===== src/rtl/dacseq_pkg.sv =====
// Shared types for the DAC power-up sequencer.
// Assumes: state encoding values double as one-hot bit positions.
package dacseq_pkg;
    typedef enum logic [2:0] {
        ST_PDN    = 3'd0,
        ST_RSTREL = 3'd1,
        ST_ANA    = 3'd2,
        ST_CP     = 3'd3,
        ST_ACT    = 3'd4
    } seq_state_t;

    localparam int NUM_STATES = 5;

    typedef enum logic [1:0] {
        SPD_NORMAL = 2'b00,
        SPD_DOUBLE = 2'b01,
        SPD_QUAD   = 2'b10,
        SPD_RSVD   = 2'b11
    } speed_t;
endpackage


===== src/rtl/dacseq_delay.sv =====
// Delay timer in system-clock cycles with a clear input.
// 'hit' is high during the LIMIT-th cycle after clear is released;
// 'done' is a sticky registered flag set on that cycle's edge.
// Assumes LIMIT >= 1; synchronous active-low reset.
module dacseq_delay #(
    parameter int LIMIT = 4000,
    localparam int CW = $clog2(LIMIT + 1)
) (
    input  logic clk,
    input  logic rst_n,
    input  logic clear,
    output logic hit,
    output logic done
);
    logic [CW-1:0] cnt;

    // Terminal cycle detect.
    assign hit = !clear && !done && (cnt == CW'(LIMIT - 1));

    // Count up until terminal, then hold the sticky flag.
    always_ff @(posedge clk) begin
        if (!rst_n || clear) begin
            cnt  <= '0;
            done <= 1'b0;
        end else if (!done) begin
            cnt <= cnt + 1'b1;
            if (hit) done <= 1'b1;
        end
    end

    p_no_overflow_r3: assert property (@(posedge clk) disable iff (!rst_n)
        cnt <= CW'(LIMIT));
    p_done_sticky_r8: assert property (@(posedge clk) disable iff (!rst_n)
        (done && !clear) |=> done);
endmodule


===== src/rtl/dacseq_clk_detect.sv =====
// Clock-activity detector for one asynchronous clock.
// Two-stage synchronizer plus a history flop yields a one-cycle 'rise'
// pulse; 'alive' sets on a rise and clears after WINDOW cycles without one.
// Assumes the monitored clock is slower than half the system clock.
module dacseq_clk_detect #(
    parameter int WINDOW = 8192,
    localparam int WW = $clog2(WINDOW)
) (
    input  logic clk,
    input  logic rst_n,
    input  logic clk_in,
    output logic rise,
    output logic alive
);
    logic [2:0]    sr;
    logic [WW-1:0] idle;

    // Synchronize and keep one stage of history.
    always_ff @(posedge clk) begin
        if (!rst_n) sr <= '0;
        else        sr <= {sr[1:0], clk_in};
    end

    assign rise = sr[1] & ~sr[2];

    // Activity window timer.
    always_ff @(posedge clk) begin
        if (!rst_n) begin
            alive <= 1'b0;
            idle  <= '0;
        end else if (rise) begin
            alive <= 1'b1;
            idle  <= '0;
        end else if (alive) begin
            if (idle == WW'(WINDOW - 1)) begin
                alive <= 1'b0;
                idle  <= '0;
            end else begin
                idle <= idle + 1'b1;
            end
        end
    end

    p_alive_from_edge_r2: assert property (@(posedge clk) disable iff (!rst_n)
        $rose(alive) |-> $past(rise));
    p_drop_on_timeout_r7: assert property (@(posedge clk) disable iff (!rst_n)
        $fell(alive) |-> !$past(rise));
endmodule


===== src/rtl/dac_powerup_seq.sv =====
// Audio DAC power-up sequencer (top).
// Steps power-down -> reset released -> analog on -> digital/charge pump on
// -> active, with a register-write window timed from reset release.
// Assumes mclk/lrck are asynchronous; synchronous active-low reset.
module dac_powerup_seq
    import dacseq_pkg::*;
#(
    parameter int SYS_CLK_KHZ  = 200000,
    parameter int ANA_DELAY_US = 20,
    parameter int REG_DELAY_US = 10000,
    parameter int ACT_WINDOW   = 8192,
    parameter int CP_DELAY     = 9,
    parameter int SETTLE_BASE  = 64
) (
    input  logic                  clk,
    input  logic                  rst_n,
    input  logic                  mclk,
    input  logic                  lrck,
    input  logic [1:0]            speed_mode,
    input  logic                  wr_req,
    output logic [NUM_STATES-1:0] state_oh,
    output logic                  int_rst_n,
    output logic                  ana_en,
    output logic                  dig_cp_en,
    output logic                  mute,
    output logic                  ready,
    output logic                  reg_wr_en,
    output logic                  wr_accept
);
    localparam int ANA_CYC    = int'((longint'(SYS_CLK_KHZ) * longint'(ANA_DELAY_US)) / 1000);
    localparam int REG_CYC    = int'((longint'(SYS_CLK_KHZ) * longint'(REG_DELAY_US)) / 1000);
    localparam int SETTLE_MAX = SETTLE_BASE * 4;
    localparam int CNT_MAX    = (SETTLE_MAX > CP_DELAY) ? SETTLE_MAX : CP_DELAY;
    localparam int EW         = $clog2(CNT_MAX + 1);

    seq_state_t    state;
    logic [EW-1:0] ecnt;
    logic [EW-1:0] settle_tgt;
    logic [EW-1:0] settle_sel;
    logic [1:0]    pin_v;
    logic [1:0]    rise_v;
    logic [1:0]    alive_v;
    logic          clocks_ok;
    logic          lr_rise;
    logic          ana_hit;
    logic          ana_done_unused;
    logic          reg_hit_unused;

    // One detector per external clock: index 0 master, index 1 frame.
    assign pin_v = {lrck, mclk};
    for (genvar g = 0; g < 2; g++) begin : g_det
        dacseq_clk_detect #(.WINDOW(ACT_WINDOW)) u_det (
            .clk    (clk),
            .rst_n  (rst_n),
            .clk_in (pin_v[g]),
            .rise   (rise_v[g]),
            .alive  (alive_v[g])
        );
    end

    assign clocks_ok = &alive_v;
    assign lr_rise   = rise_v[1];

    // Analog settling timer, running only while reset is released.
    dacseq_delay #(.LIMIT(ANA_CYC)) u_ana_dly (
        .clk   (clk),
        .rst_n (rst_n),
        .clear (state != ST_RSTREL),
        .hit   (ana_hit),
        .done  (ana_done_unused)
    );

    // Register-write window timer, running from reset release.
    dacseq_delay #(.LIMIT(REG_CYC)) u_reg_dly (
        .clk   (clk),
        .rst_n (rst_n),
        .clear (1'b0),
        .hit   (reg_hit_unused),
        .done  (reg_wr_en)
    );

    // Settle length chosen by speed mode.
    always_comb begin
        case (speed_t'(speed_mode))
            SPD_NORMAL: settle_sel = EW'(SETTLE_BASE);
            SPD_DOUBLE: settle_sel = EW'(SETTLE_BASE * 2);
            default:    settle_sel = EW'(SETTLE_BASE * 4);
        endcase
    end

    // Sequencer state machine with frame-edge counter.
    always_ff @(posedge clk) begin
        if (!rst_n) begin
            state      <= ST_PDN;
            ecnt       <= '0;
            settle_tgt <= '0;
        end else if (state != ST_PDN && !clocks_ok) begin
            state <= ST_PDN;
            ecnt  <= '0;
        end else begin
            case (state)
                ST_PDN:    if (clocks_ok) state <= ST_RSTREL;
                ST_RSTREL: if (ana_hit) begin
                    state <= ST_ANA;
                    ecnt  <= '0;
                end
                ST_ANA: if (lr_rise) begin
                    if (ecnt == EW'(CP_DELAY - 1)) begin
                        state      <= ST_CP;
                        ecnt       <= '0;
                        settle_tgt <= settle_sel;
                    end else begin
                        ecnt <= ecnt + 1'b1;
                    end
                end
                ST_CP: if (lr_rise) begin
                    if (ecnt == settle_tgt - 1'b1) state <= ST_ACT;
                    else                           ecnt  <= ecnt + 1'b1;
                end
                default: state <= state;
            endcase
        end
    end

    // State decode to outputs.
    always_comb begin
        state_oh        = '0;
        state_oh[state] = 1'b1;
    end

    assign int_rst_n = (state != ST_PDN);
    assign ana_en    = (state == ST_ANA) || (state == ST_CP) || (state == ST_ACT);
    assign dig_cp_en = (state == ST_CP) || (state == ST_ACT);
    assign ready     = (state == ST_ACT);
    assign mute      = !ready;
    assign wr_accept = wr_req && reg_wr_en;

    p_ana_after_rst_r3: assert property (@(posedge clk) disable iff (!rst_n)
        $rose(ana_en) |-> $past(int_rst_n));
    p_cp_after_ana_r4: assert property (@(posedge clk) disable iff (!rst_n)
        $rose(dig_cp_en) |-> $past(ana_en) && $past(lr_rise));
    p_unmute_order_r6: assert property (@(posedge clk) disable iff (!rst_n)
        !mute |-> (int_rst_n && ana_en && dig_cp_en));
    p_loss_to_pdn_r7: assert property (@(posedge clk) disable iff (!rst_n)
        (int_rst_n && !clocks_ok) |=> !int_rst_n && mute);
    p_write_gate_r9: assert property (@(posedge clk) disable iff (!rst_n)
        wr_accept |-> reg_wr_en);
    p_onehot_r1: assert property (@(posedge clk) disable iff (!rst_n)
        $onehot0(state_oh) && $countones(state_oh) == 1);
endmodule


===== config.mk =====
export PLATFORM = sky130hd
export DESIGN_NAME = dac_powerup_seq
export DESIGN_NICKNAME = d
export VERILOG_FILES = /design/src/rtl/dacseq_pkg.sv /design/src/rtl/dacseq_delay.sv /design/src/rtl/dacseq_clk_detect.sv /design/src/rtl/dac_powerup_seq.sv
export SDC_FILE = /design/constraint.sdc
export NUM_CORES = 1
export LEC_CHECK = 0
export ABC_AREA = 1
export BUFFER_PORTS_ARGS = -buffer_cell sky130_fd_sc_hd__buf_2
export CORE_MARGIN = 3
export CORE_UTILIZATION = 50
export CTS_CLUSTER_DIAMETER = 200
export DETAILED_ROUTE_END_ITERATION = 6
export HOLD_SLACK_MARGIN = 0.06
export PLACE_DENSITY = 0.73
export SETUP_SLACK_MARGIN = 0.1
export SYNTH_ARGS = -nofsm -noshare
export SYNTH_HDL_FRONTEND = slang
export SYNTH_SLANG_ARGS = --single-unit

===== constraint.sdc =====
create_clock -name clk -period 2.8 [get_ports clk]
set_clock_uncertainty 0.05 [all_clocks]
set_input_delay 0.28 -clock clk [delete_from_list [all_inputs] [get_ports clk]]
set_output_delay 0.28 -clock clk [all_outputs]
set_load 0.1 [all_outputs]

Word level (Yosys, flattened, before mapping)
Index checks and enable logic that the tools add are counted.

cells by class
  add/subtract/negate cells = 6
  order comparisons = 2
  equality and inequality tests = 19
  multiplexer cells = 28
  bitwise logic cells = 6
  reduce and logical (&&, ||, !) cells = 28

operators with widths
  kind                                                  number
  2-to-1 mux 9 bit                                      5
  case mux 9 bit (3 select lines)                       1
  adder 13 x 1 -> 13 bit (second input constant)        2
  equality test 13 bit (second input constant)          2
  2-to-1 mux 13 bit                                     2
  adder 21 x 1 -> 21 bit (second input constant)        1
  equality test 21 bit (second input constant)          1
  2-to-1 mux 3 bit                                      6
  case mux 9 bit (2 select lines)                       1
  adder 12 x 1 -> 12 bit (second input constant)        1
  equality test 12 bit (second input constant)          1
  case mux 3 bit (4 select lines)                       1
  2-to-1 mux 1 bit                                      11
  != test 2 bit (second input constant)                 5
  adder 9 x 1 -> 9 bit (second input constant)          1
  equality test 9 x 4 -> 1 bit (second input constant)  1
  equality test 9 bit                                   1
  subtractor 9 x 1 -> 9 bit (second input constant)     1
  AND reduction 7 bit                                   1
  equality test 3 x 2 -> 1 bit (second input constant)  2
  logical AND 1 bit                                     6
  logical NOT 1 bit                                     6
  nonzero test 3 bit                                    2
  OR reduction 2 bit                                    3
  other kinds (17)                                      25

word-level totals
  flip-flop bits (word level) = 90
  bits of input ports = 7
  output and inout port bits = 12
  word-level logic and storage cells = 102

Depth between registers and ports, before layout
  depth after elaboration = 6
  gate-level depth with buffers = 13
  gate-level depth less buffers = 13

Modules after synthesis
From an unflattened synthesis, not the netlist that was laid out.

unflattened totals
  cell total of the unflattened synthesis = 685
  area, all modules = 4494.3 µm²

modules (own cells, without submodules)
  module                    times used  cells each  area an instance (µm²)  seq. area each (µm²)
  dacseq_clk_detect         2           106         773.2                   340.3
  dacseq_delay (u_reg_dly)  1           183         1181.1                  440.4
  dac_powerup_seq           1           193         1114.8                  300.3
  dacseq_delay (u_ana_dly)  1           97          651.9                   260.2

Worst setup path after synthesis
OpenSTA, ideal clock, no wires.

  kind = reg2out
  start = register state[0]
  end = output dig_cp_en
  data arrival time = 3.734 ns
  required time = 2.470 ns
  setup slack = -1.264 ns
  stages on the path, launching flop included = 6
  path buffers = 0
  cells stage by stage = dfxtp_1 -> nor2_2 -> inv_1 -> nor2_1 -> inv_1 -> nand2_1

between the ends
  cells in the longest elaborated chain, start to end = 2
  elaborated cells on any way between the ends = 3
  those cells by class = eq/ne (2); reduce/logical (1)

ends and longest elaborated chain
  element                   line                    text
  start: declaration        dac_powerup_seq.sv:36   seq_state_t state;
  start signal: assignment  dac_powerup_seq.sv:120  default: state <= state;
  equality test 3 bit       n/a
  net ready                 dac_powerup_seq.sv:26   output logic ready,
  logical OR 1 bit          dac_powerup_seq.sv:133  assign dig_cp_en = (state == ST_CP) || (state == ST_ACT);
  end: declaration          dac_powerup_seq.sv:24   output logic dig_cp_en,

The timed path passes the listed nets, and every way through them passes these cells.

Worst setup path in the final report
  start = register state[1]
  end = output dig_cp_en

between the ends
  cells in the longest elaborated chain, start to end = 2
  elaborated cells on any way between the ends = 3
  those cells by class = eq/ne (2); reduce/logical (1)

ends and longest elaborated chain
  element                                                              line
  equality test 3 x 2 -> 1 bit or equality test 3 bit (tied branches)  dac_powerup_seq.sv:133
  logical OR 1 bit *                                                   dac_powerup_seq.sv:133

Mark *: on every way between the ends. The rest lies on a longest branch, timed or not.

==> impl_metrics.env <==
export IMPL_status="completed"
export IMPL_ys_top_cells_by_area="dfxtp_1, nand2_1, nor2_1, inv_1, a21oi_1"
export IMPL_rr_worst_depth=10
export IMPL_arrival_ns=1.77
export IMPL_start_kind="flop"
export IMPL_io_buffers=18
export IMPL_start_util=0.516
export IMPL_setup_tns_ns=0
export IMPL_finalWorstSetupSlack_ns=0.700
export IMPL_crit_required_ns=2.47
export IMPL_drv_cap=0
export IMPL_register_area_um2=1680
export IMPL_leakage_nw=1.90
export IMPL_cts_tree="yes"
export IMPL_io_pins=19
export IMPL_cp_endpoint="dig_cp_en"
export IMPL_synth_main_ff_cell="dfxtp_1"
export IMPL_dr_wl_met3_um=261
export IMPL_peakVddDrop_mv=0.413
export IMPL_synth_top_area_cell="dfxtp_1"
export IMPL_dieArea_um2=9670
export IMPL_rr_startpoint="u_reg_dly.cnt[0]"
export IMPL_cts_setup_buffers=0
export IMPL_grt_pass1_wl_um=15000
export IMPL_grt_pass1_vias=3613
export IMPL_rrSetupSlack_ns=1.03
export IMPL_hold_class="input pin to flop"
export IMPL_hpwl_um=6340
export IMPL_core_area_um2=8260
export IMPL_ant_nets=0
export IMPL_antenna_found_initial=0
export IMPL_dr_wl_met2_um=4050
export IMPL_die_w_um=98.3
export IMPL_fmax_ghz=0.476
export IMPL_timing_worst_setup_path_type="flop to primary output"
export IMPL_relSlewSlack=0.681
export IMPL_synth_seq_cells=84
export IMPL_post_route_period_util=0.750
export IMPL_tightest_slew_ns=0.478
export IMPL_layout_cells_non_filler=760
export IMPL_fillers=823
export IMPL_syn_inst=626
export IMPL_drt_iter0_drc=114
export IMPL_vias=3826
export IMPL_r2r_end="u_reg_dly.cnt[18]"
export IMPL_num_antenna_cells=0
export IMPL_cts_repair_resized=0
export IMPL_die_height_um=98.3
export IMPL_synthArstFlopShare=0
export IMPL_cts_sinks=84
export IMPL_viasPerCell=5.03
export IMPL_ys_warn_count=0
export IMPL_first_pass_iters=4
export IMPL_htreeDepth=3
export IMPL_drc=0
export IMPL_endpoint_kind="primary output"
export IMPL_final_hold_viol_count=0
export IMPL_whs_path_depth=3
export IMPL_synth_area_per_cell_um2=6.81
export IMPL_post_synth_top_count_cell="nand2_1"
export IMPL_dp_cells=742
export IMPL_place_congestion=0.919
export IMPL_synthesis_area_um2=4260
export IMPL_root_buffer="clkbuf_8"
export IMPL_worstSetupStartpoint="state[1]"
export IMPL_final_util=0.568
export IMPL_worstSkewPairLatency_ns=0.35
export IMPL_cts_hold_buf=2
export IMPL_setup_violations=0
export IMPL_netlist_area_leader_share=0.394
export IMPL_rows=33
export IMPL_drive_gt1_frac=0.101
export IMPL_nets=664
export IMPL_totalWireLength_um=8440
export IMPL_worst_path_max_fanout=6
export IMPL_wirelength_met1_um=3990
export IMPL_total_power_mw=3.47
export IMPL_place_ws_ns=0.844
export IMPL_rsz0062_at_grt="no"
export IMPL_path_clk_slew_ns=0.09
export IMPL_synth_cell_types=36
export IMPL_grtUsageTotal=0.184
export IMPL_multi_input_area_um2=2200
export IMPL_routedWlPerCell_um=11.1
export IMPL_syn2layout_area_growth_pct=10.1
export IMPL_synth_edf_count=0
export IMPL_highest_signal_layer="met4"
export IMPL_syn_nets=640
export IMPL_grt_max_degree=25
export IMPL_drv_slew=0
export IMPL_cts_path_max_buffers=2
export IMPL_globalRouteOverflowTotal=0
export IMPL_synthTopCellsByCount="nand2_1, nor2_1, inv_1"
export IMPL_cts_buffers=9
export IMPL_p_per_area_nw_per_um2=740
export IMPL_seq_area_frac_synth=0.394
export IMPL_finalCriticalPeriod_ns=2.10
[metal layers]
metal / GRT usage / up-vias
li1: - / 2040
met1: 0.229 / 1718
met2: 0.314 / 54
met3: 0.0350 / 14
met4: 0.0704 / 0
met5: 0 / -
[how the worst min path moves through the flow]
| stage | from | to |
|---|---|---|
| after floorplan | mclk | g_det[0].u_det.sr[0] |
| after global placement | g_det[0].u_det.sr[0] | g_det[0].u_det.sr[1] |
| after detailed placement | g_det[0].u_det.sr[0] | g_det[0].u_det.sr[1] |
| after CTS | speed_mode[0] | settle_tgt[7] |
| after global routing | speed_mode[0] | settle_tgt[7] |
| final | speed_mode[0] | settle_tgt[7] |
[layout by cell type, fill, tap and decap left out, types with 2 or more instances in the layout]
cell / count
dlygate4sd3_1: 2
nor2_1: 99
o21ai_0: 17
nand2_1: 140
a31oi_1: 2
inv_6: 3
nand3_4: 2
nand3_1: 41
nor4_1: 2
nand2_2: 6
dfxtp_1: 84
nor3_1: 18
buf_2: 18
nor2_2: 4
clkbuf_8: 9
a21oi_1: 43
inv_2: 8
xor2_1: 18
nand3_2: 3
nor3b_1: 4
xnor2_1: 6
nor2_4: 3
inv_1: 85
ha_1: 7
nand4_1: 16
[metrics by stage]
stage               hold WS, ns  instance area (µm²)
finish                    0.137                 4690
global route              0.140                 4690
CTS                       0.118                 4690
detailed placement        0.345                 4460
global placement          0.349                 4460
floorplan                 0.328                 4280
[worst max-delay path, stage by stage (launching register included)]
cell     delay [ns]
dfxtp_1        0.36
inv_2          0.06
nor2_2         0.16
inv_2          0.10
nor2_8         0.14
inv_1          0.12
nand2_2        0.06
buf_2          0.41
[where the power goes]
part	leakage (nW)	switching, mW	internal [mW]
registers	0.679	0.0634	1.26
logic	1.11	0.946	0.283
clock network	0.106	0.484	0.435
total	1.90	1.49	1.98
[final cells by class]
| type | count | area share |
|---|---|---|
| timing repair buffer | 20 | 0.0235 |
| clock buffer | 9 | 0.0264 |
| inverter | 94 | 0.0752 |
| multi-input combinational | 441 | 0.469 |
| tap | 105 | 0.0280 |
| clock inverter | 7 | 0.0195 |
| sequential | 84 | 0.358 |
[cells by family (layout without fill, tap and decap cells)]
group	count (synthesis)	in the layout	synth area share
simple gates	343	343	0.360
buf+inv	101	130	0.0922
xor+xnor	24	24	0.0493
flops	84	84	0.394
fa+ha+maj	7	7	0.0205
compound gates	67	67	0.0834
[registers in the layout, indices dropped and copies added, names as in the netlist]
register and flops:
state 3, u_reg_dly.cnt 21, g_det.u_det.sr 6, g_det.u_det.idle 26, u_ana_dly.done 1, ecnt 9
u_ana_dly.cnt 12, settle_tgt 3, u_reg_dly.done 1, g_det.u_det.alive 2
(Power assumes the default switching activity.)
